===== config.mk =====
export PLATFORM = sky130hd
export DESIGN_NAME = strobe_writer
export DESIGN_NICKNAME = d
export VERILOG_FILES = /design/src/rtl/sw_pkg.sv /design/src/rtl/sw_word_counter.sv /design/src/rtl/sw_bus_reg.sv /design/src/rtl/sw_seq.sv /design/src/rtl/strobe_writer.sv
export SDC_FILE = /design/constraint.sdc
export NUM_CORES = 1
export LEC_CHECK = 0
export BUFFER_PORTS_ARGS = -buffer_cell sky130_fd_sc_hd__buf_4
export CORE_MARGIN = 4
export CORE_UTILIZATION = 43
export DETAILED_ROUTE_END_ITERATION = 16
export HOLD_SLACK_MARGIN = 0.03
export PLACE_DENSITY = 0.74
export SYNTH_ARGS = -nofsm -noshare
export SYNTH_HDL_FRONTEND = slang
export SYNTH_SLANG_ARGS = --single-unit

===== constraint.sdc =====
create_clock -name clk -period 3.63 [get_ports clk]
set_input_delay 0 -clock clk [delete_from_list [all_inputs] [get_ports clk]]
set_output_delay 0 -clock clk [all_outputs]
set_load 0.01 [all_outputs]

===== src/rtl/sw_pkg.sv =====
package sw_pkg;
    typedef enum logic [2:0] {
        SW_START  = 3'd0,
        SW_IDLE   = 3'd1,
        SW_SETUP  = 3'd2,
        SW_STROBE = 3'd3,
        SW_REMOVE = 3'd4
    } sw_state_e;
endpackage


===== src/rtl/sw_word_counter.sv =====
module sw_word_counter #(
    parameter int CW = 16
) (
    input  logic          clk,
    input  logic          rst_n,
    input  logic          clr,
    input  logic          inc,
    output logic [CW-1:0] cnt
);
    logic [CW-1:0] cnt_d, cnt_q;

    always_comb begin
        cnt_d = cnt_q;
        if (clr)
            cnt_d = '0;
        else if (inc)
            cnt_d = cnt_q + 1'b1;
    end

    always_ff @(posedge clk or negedge rst_n) begin
        if (!rst_n) cnt_q <= '0;
        else        cnt_q <= cnt_d;
    end

    assign cnt = cnt_q;
endmodule


===== src/rtl/sw_bus_reg.sv =====
module sw_bus_reg #(
    parameter int DW = 32
) (
    input  logic          clk,
    input  logic          rst_n,
    input  logic          load,
    input  logic [DW-1:0] din,
    output logic [DW-1:0] dout
);
    logic [DW-1:0] bus_d, bus_q;

    // Reloads every clock it is told to; holds otherwise.
    always_comb begin
        bus_d = load ? din : bus_q;
    end

    always_ff @(posedge clk or negedge rst_n) begin
        if (!rst_n) bus_q <= '0;
        else        bus_q <= bus_d;
    end

    assign dout = bus_q;
endmodule


===== src/rtl/sw_seq.sv =====
module sw_seq
    import sw_pkg::*;
#(
    parameter int CW = 16,
    parameter int RW = 4
) (
    input  logic          clk,
    input  logic          rst_n,
    input  logic          enable,
    input  logic          fifo_valid,
    input  logic          repeat_pop,
    input  logic [RW-1:0] rm_len,
    input  logic [CW-1:0] word_count,
    input  logic [CW-1:0] cnt,
    output logic          bus_load,
    output logic          cnt_clr,
    output logic          cnt_inc,
    output logic          strobe,
    output logic          pop_req,
    output logic          done
);
    typedef struct packed {
        sw_state_e     st;
        logic [RW-1:0] rm;
        logic          strobe;
        logic          pop;
        logic          done;
    } seq_t;

    seq_t r_q, r_d;
    logic [RW:0] eff_len;
    logic [RW:0] rm_next;

    assign eff_len = (rm_len == '0) ? {{RW{1'b0}}, 1'b1} : {1'b0, rm_len};
    assign rm_next = {1'b0, r_q.rm} + 1'b1;

    always_comb begin
        r_d = r_q;
        unique case (r_q.st)
            SW_START: begin
                r_d.done = 1'b0;
                if (enable) r_d.st = SW_IDLE;
            end
            SW_IDLE: begin
                if (!enable)
                    r_d.st = SW_START;
                else if (!r_q.done && fifo_valid)
                    r_d.st = SW_SETUP;
            end
            SW_SETUP: begin
                r_d.st = SW_STROBE;
            end
            SW_STROBE: begin
                r_d.st = SW_REMOVE;
                r_d.rm = '0;
            end
            SW_REMOVE: begin
                if (rm_next >= eff_len) begin
                    r_d.st = SW_IDLE;
                    if (word_count != '0 && cnt >= word_count)
                        r_d.done = 1'b1;
                end else begin
                    r_d.rm = rm_next[RW-1:0];
                end
            end
            default: r_d.st = SW_START;
        endcase
        r_d.strobe = (r_d.st != SW_SETUP);
        r_d.pop    = (r_d.st == SW_REMOVE) && ((r_q.st == SW_STROBE) || repeat_pop);
    end

    always_ff @(posedge clk or negedge rst_n) begin
        if (!rst_n) begin
            r_q.st     <= SW_START;
            r_q.rm     <= '0;
            r_q.strobe <= 1'b1;
            r_q.pop    <= 1'b0;
            r_q.done   <= 1'b0;
        end else begin
            r_q <= r_d;
        end
    end

    assign bus_load = (r_d.st == SW_SETUP) || (r_d.st == SW_STROBE);
    assign cnt_clr  = (r_q.st == SW_START) && enable;
    assign cnt_inc  = (r_q.st == SW_STROBE);
    assign strobe   = r_q.strobe;
    assign pop_req  = r_q.pop;
    assign done     = r_q.done;
endmodule


===== src/rtl/strobe_writer.sv =====
module strobe_writer #(
    parameter int DW = 32,
    parameter int CW = 16,
    parameter int RW = 4
) (
    input  logic          clk,
    input  logic          rst_n,
    input  logic          enable,
    input  logic          repeat_pop,
    input  logic [RW-1:0] rm_len,
    input  logic [CW-1:0] word_count,
    input  logic [DW-1:0] fifo_data,
    input  logic          fifo_valid,
    output logic          fifo_pop,
    output logic [DW-1:0] bus_data,
    output logic          strobe,
    output logic          done
);
    logic          bus_load;
    logic          cnt_clr;
    logic          cnt_inc;
    logic          pop_req;
    logic [CW-1:0] cnt;

    sw_seq #(.CW(CW), .RW(RW)) u_seq (
        .clk        (clk),
        .rst_n      (rst_n),
        .enable     (enable),
        .fifo_valid (fifo_valid),
        .repeat_pop (repeat_pop),
        .rm_len     (rm_len),
        .word_count (word_count),
        .cnt        (cnt),
        .bus_load   (bus_load),
        .cnt_clr    (cnt_clr),
        .cnt_inc    (cnt_inc),
        .strobe     (strobe),
        .pop_req    (pop_req),
        .done       (done)
    );

    sw_word_counter #(.CW(CW)) u_cnt (
        .clk   (clk),
        .rst_n (rst_n),
        .clr   (cnt_clr),
        .inc   (cnt_inc),
        .cnt   (cnt)
    );

    sw_bus_reg #(.DW(DW)) u_bus (
        .clk   (clk),
        .rst_n (rst_n),
        .load  (bus_load),
        .din   (fifo_data),
        .dout  (bus_data)
    );

    // Never pop an empty source, even in repeat mode.
    assign fifo_pop = pop_req && fifo_valid;
endmodule


==> impl_metrics.toml <==
[timing]
slew_headroom_pct = 42.6
fin_crit_sh_pct = 63.9
tightestPinTransition_ns = 0.859
slew_viol_final = 0
hold_violations = 0
setup-tns-final_ns = 0
grt_setup_unrepaired = "no"
finClkSkew_ns = 0.00390
fmax_ghz = 0.431
setup_violations = 0
min_period_ns = 2.32

[synth]
ys_seq_area_share_pct = 46.1
ys_types = 47
synth_warnings = 0
synthFlopType = "dfrtp_1"
syn_area_mm2 = 0.00315
synth-seq-cells = 58
async_flop_share_pct = 100
synth-edff-count = 0
postSynthCellCount = 266
syn_avg_cell_area_um2 = 11.8
synthesis.nets = 345

[power]
switching_power_mw = 0.871
leakagePower_nw = 2.21
powerDensity_mw_per_mm2 = 624
power.share.combinational_pct = 42.4
irDropWorstVdd_v = 0.000378
clkPwrFrac_pct = 19.5
pwr-share-seq_pct = 38.1
internal_power_mw = 1.88
swShare_pct = 31.7

[global_route]
antenna_found_initial = 0
grt_pass1_wl_um = 12200
grt_max_degree = 59
grt-ovfl-total = 0
first_global_vias = 2630
track_usage_pct = 17.7

[floorplanning]
rows = 30
die-area_mm2 = 0.00876
initial_utilization_pct = 45.4
die_x_um = 93.6
die_h_um = 93.6
core_area_mm2 = 0.00694
boundaryPins = 92

[critical_path]
crit_type = "register to register"
slowest_stage = "nor2_4"
critPathMaxFanout = 24
crit_chain = "and3b_1 > a21oi_2 > nor2_4 > buf_4 > mux2_4"
max_stage_delay_ns = 0.65
end_kind = "register"
r2r_cells = 5
cp.arrival_ns = 2.53
setup.worst_path.start_class = "register"
worstPathRequired_ns = 3.84

[placement]
gp_congestion = 0.785
portBuffers = 91
hpwlAfterDp_um = 5080

[drt]
drtIter0Drc = 68
antenna_left = 0
routedWlPerCell_um = 14.6
viasPerCell = 4.90
drt_first_pass_iters = 4
vias = 2447
wirelength_um = 7280
drc = 0

[cells_and_area]
layout_commonest_cell = "buf_4"
drive_gt1_share_pct = 37.1
area_delta_synth_final_pct = 39.7
fin_util_pct = 63.4
fill_cells = 556
final_cell_mix = "93 x buf_4, 57 x dfrtp_1, 35 x dlygate4sd3_1, 29 x mux2_4, 23 x inv_1"
nNetsFinal = 476

[min_path]
hold_depth = 5
min_path_type = "primary input to register"

[status]
outcome = "finished clean"

[clock_tree]
cts-hold-fix-buffers = 35
cts_tree = "built"
postCtsSetupBuffers = 0
cts-resized-gates = 0
clk_latency_ns = 0.33
clock-sinks = 58
cts.clk_slew.worst_paths_ns = 0.06
clockBufferDepth = 2
cts_inserted_buffers = 9
cts_root_buf = "clkbuf_8"
htreeDepth = 3

[flow_run]
drv_cap = 0
-- state kept, by name, indices dropped and copies added (netlist names) --
register / count
u_bus.dout: 32
u_cnt.cnt: 16
u_seq.r_q: 7
u_seq.done: 1
u_seq.pop_req: 1
u_seq.strobe: 1
-- cells in the mapped netlist (3+ instances only) --
cell type,number,share of area (%)
mux2_4,29,14
nor4_1,4,0.79
mux2_2,3,1.1
xnor2_1,5,1.4
dfrtp_1,57,45
nand4_1,12,2.4
nor2_1,22,2.6
nand2_1,11,1.3
ha_1,22,8.7
inv_1,23,2.7
nor2b_1,3,0.60
and3_1,4,0.79
o21ai_0,10,1.6
a21oi_1,6,0.95
nand3_1,6,0.95
buf_12,3,1.9
xor2_1,11,3.1
-- cell families (layout without fill, tap and decap cells) --
family,Yosys count,in the layout,synth area share [%]
AOI/OAI and AO/OA,31,31,6.47
xor gates and xnor gates,16,16,4.45
adders and majority gates,22,22,8.74
buffers and inverters,31,167,6.00
DFF,58,58,46.1
muxes,32,32,14.9
other,0,1,0
and+or+nand+nor,76,76,13.3
-- worst paths after layout --
path	from	end	slack, ns
max in group asynchronous	rst_n	u_seq.r_q[4]	2.87
hold reg to reg	u_bus.dout[14]	u_bus.dout[14]	0.51
hold / removal	word_count[13]	u_seq.done	0.20
setup reg to reg	u_seq.r_q[8]	u_bus.dout[26]	1.31
min in group asynchronous	rst_n	u_cnt.cnt[10]	0.28
setup / recovery	u_seq.r_q[8]	u_bus.dout[26]	1.31
-- layer usage --
metal	part of all wire [%]	vias to the layer above	GRT usage (%)
li1	-	1200	-
met1	42	1186	21.1
met2	53	57	30.8
met3	4.5	4	5.63
met4	0.49	0	4.45
met5	0	-	0
-- worst max-delay path: cells and delay by family (launching register included) --
kind | cells | cell delay (ns)
flops | 1 | 0.49
compound gates | 1 | 0.08
buf+inv | 1 | 0.36
simple gates | 2 | 0.94
mux | 1 | 0.32
-- per-stage QoR --
stage          cell area (µm²)  power [mW]  hold WS [ns]  setup WS (ns)  cells
3_5_place_dp              3870        2.19         0.106           1.30    447
4_1_cts                   4400        2.77         0.193           1.30    498
2_1_floorplan             3150        1.78        -0.296           1.68    266
6_report                  4400        2.75         0.202           1.31    499
5_1_grt                   4400        2.92         0.233           1.18    498
3_3_place_gp              3870        2.15         0.104           1.35    447
-- layout make-up --
type / count / area (µm²) / area share, %
flip-flops and latches: 58 / 1450 / 33.0
clock inverters: 2 / 10.0 / 0.227
multi-input cells: 177 / 1510 / 34.3
well taps: 96 / 120 / 2.73
inverters: 23 / 86.3 / 1.96
clock buffers: 14 / 173 / 3.92
diodes: 1 / 2.50 / 0.0569
repair buffers: 128 / 1050 / 23.8
-- power by group through the flow --
stage | logic (mW) | clock network (mW) | registers, mW
floorplan | 0.694 | 0 | 1.09
global route | 1.26 | 0.584 | 1.08
CTS | 1.18 | 0.553 | 1.04
detailed placement | 1.14 | 0 | 1.04
finish | 1.17 | 0.535 | 1.05
global placement | 1.11 | 0 | 1.04
Power figures use the tool's default switching activity.
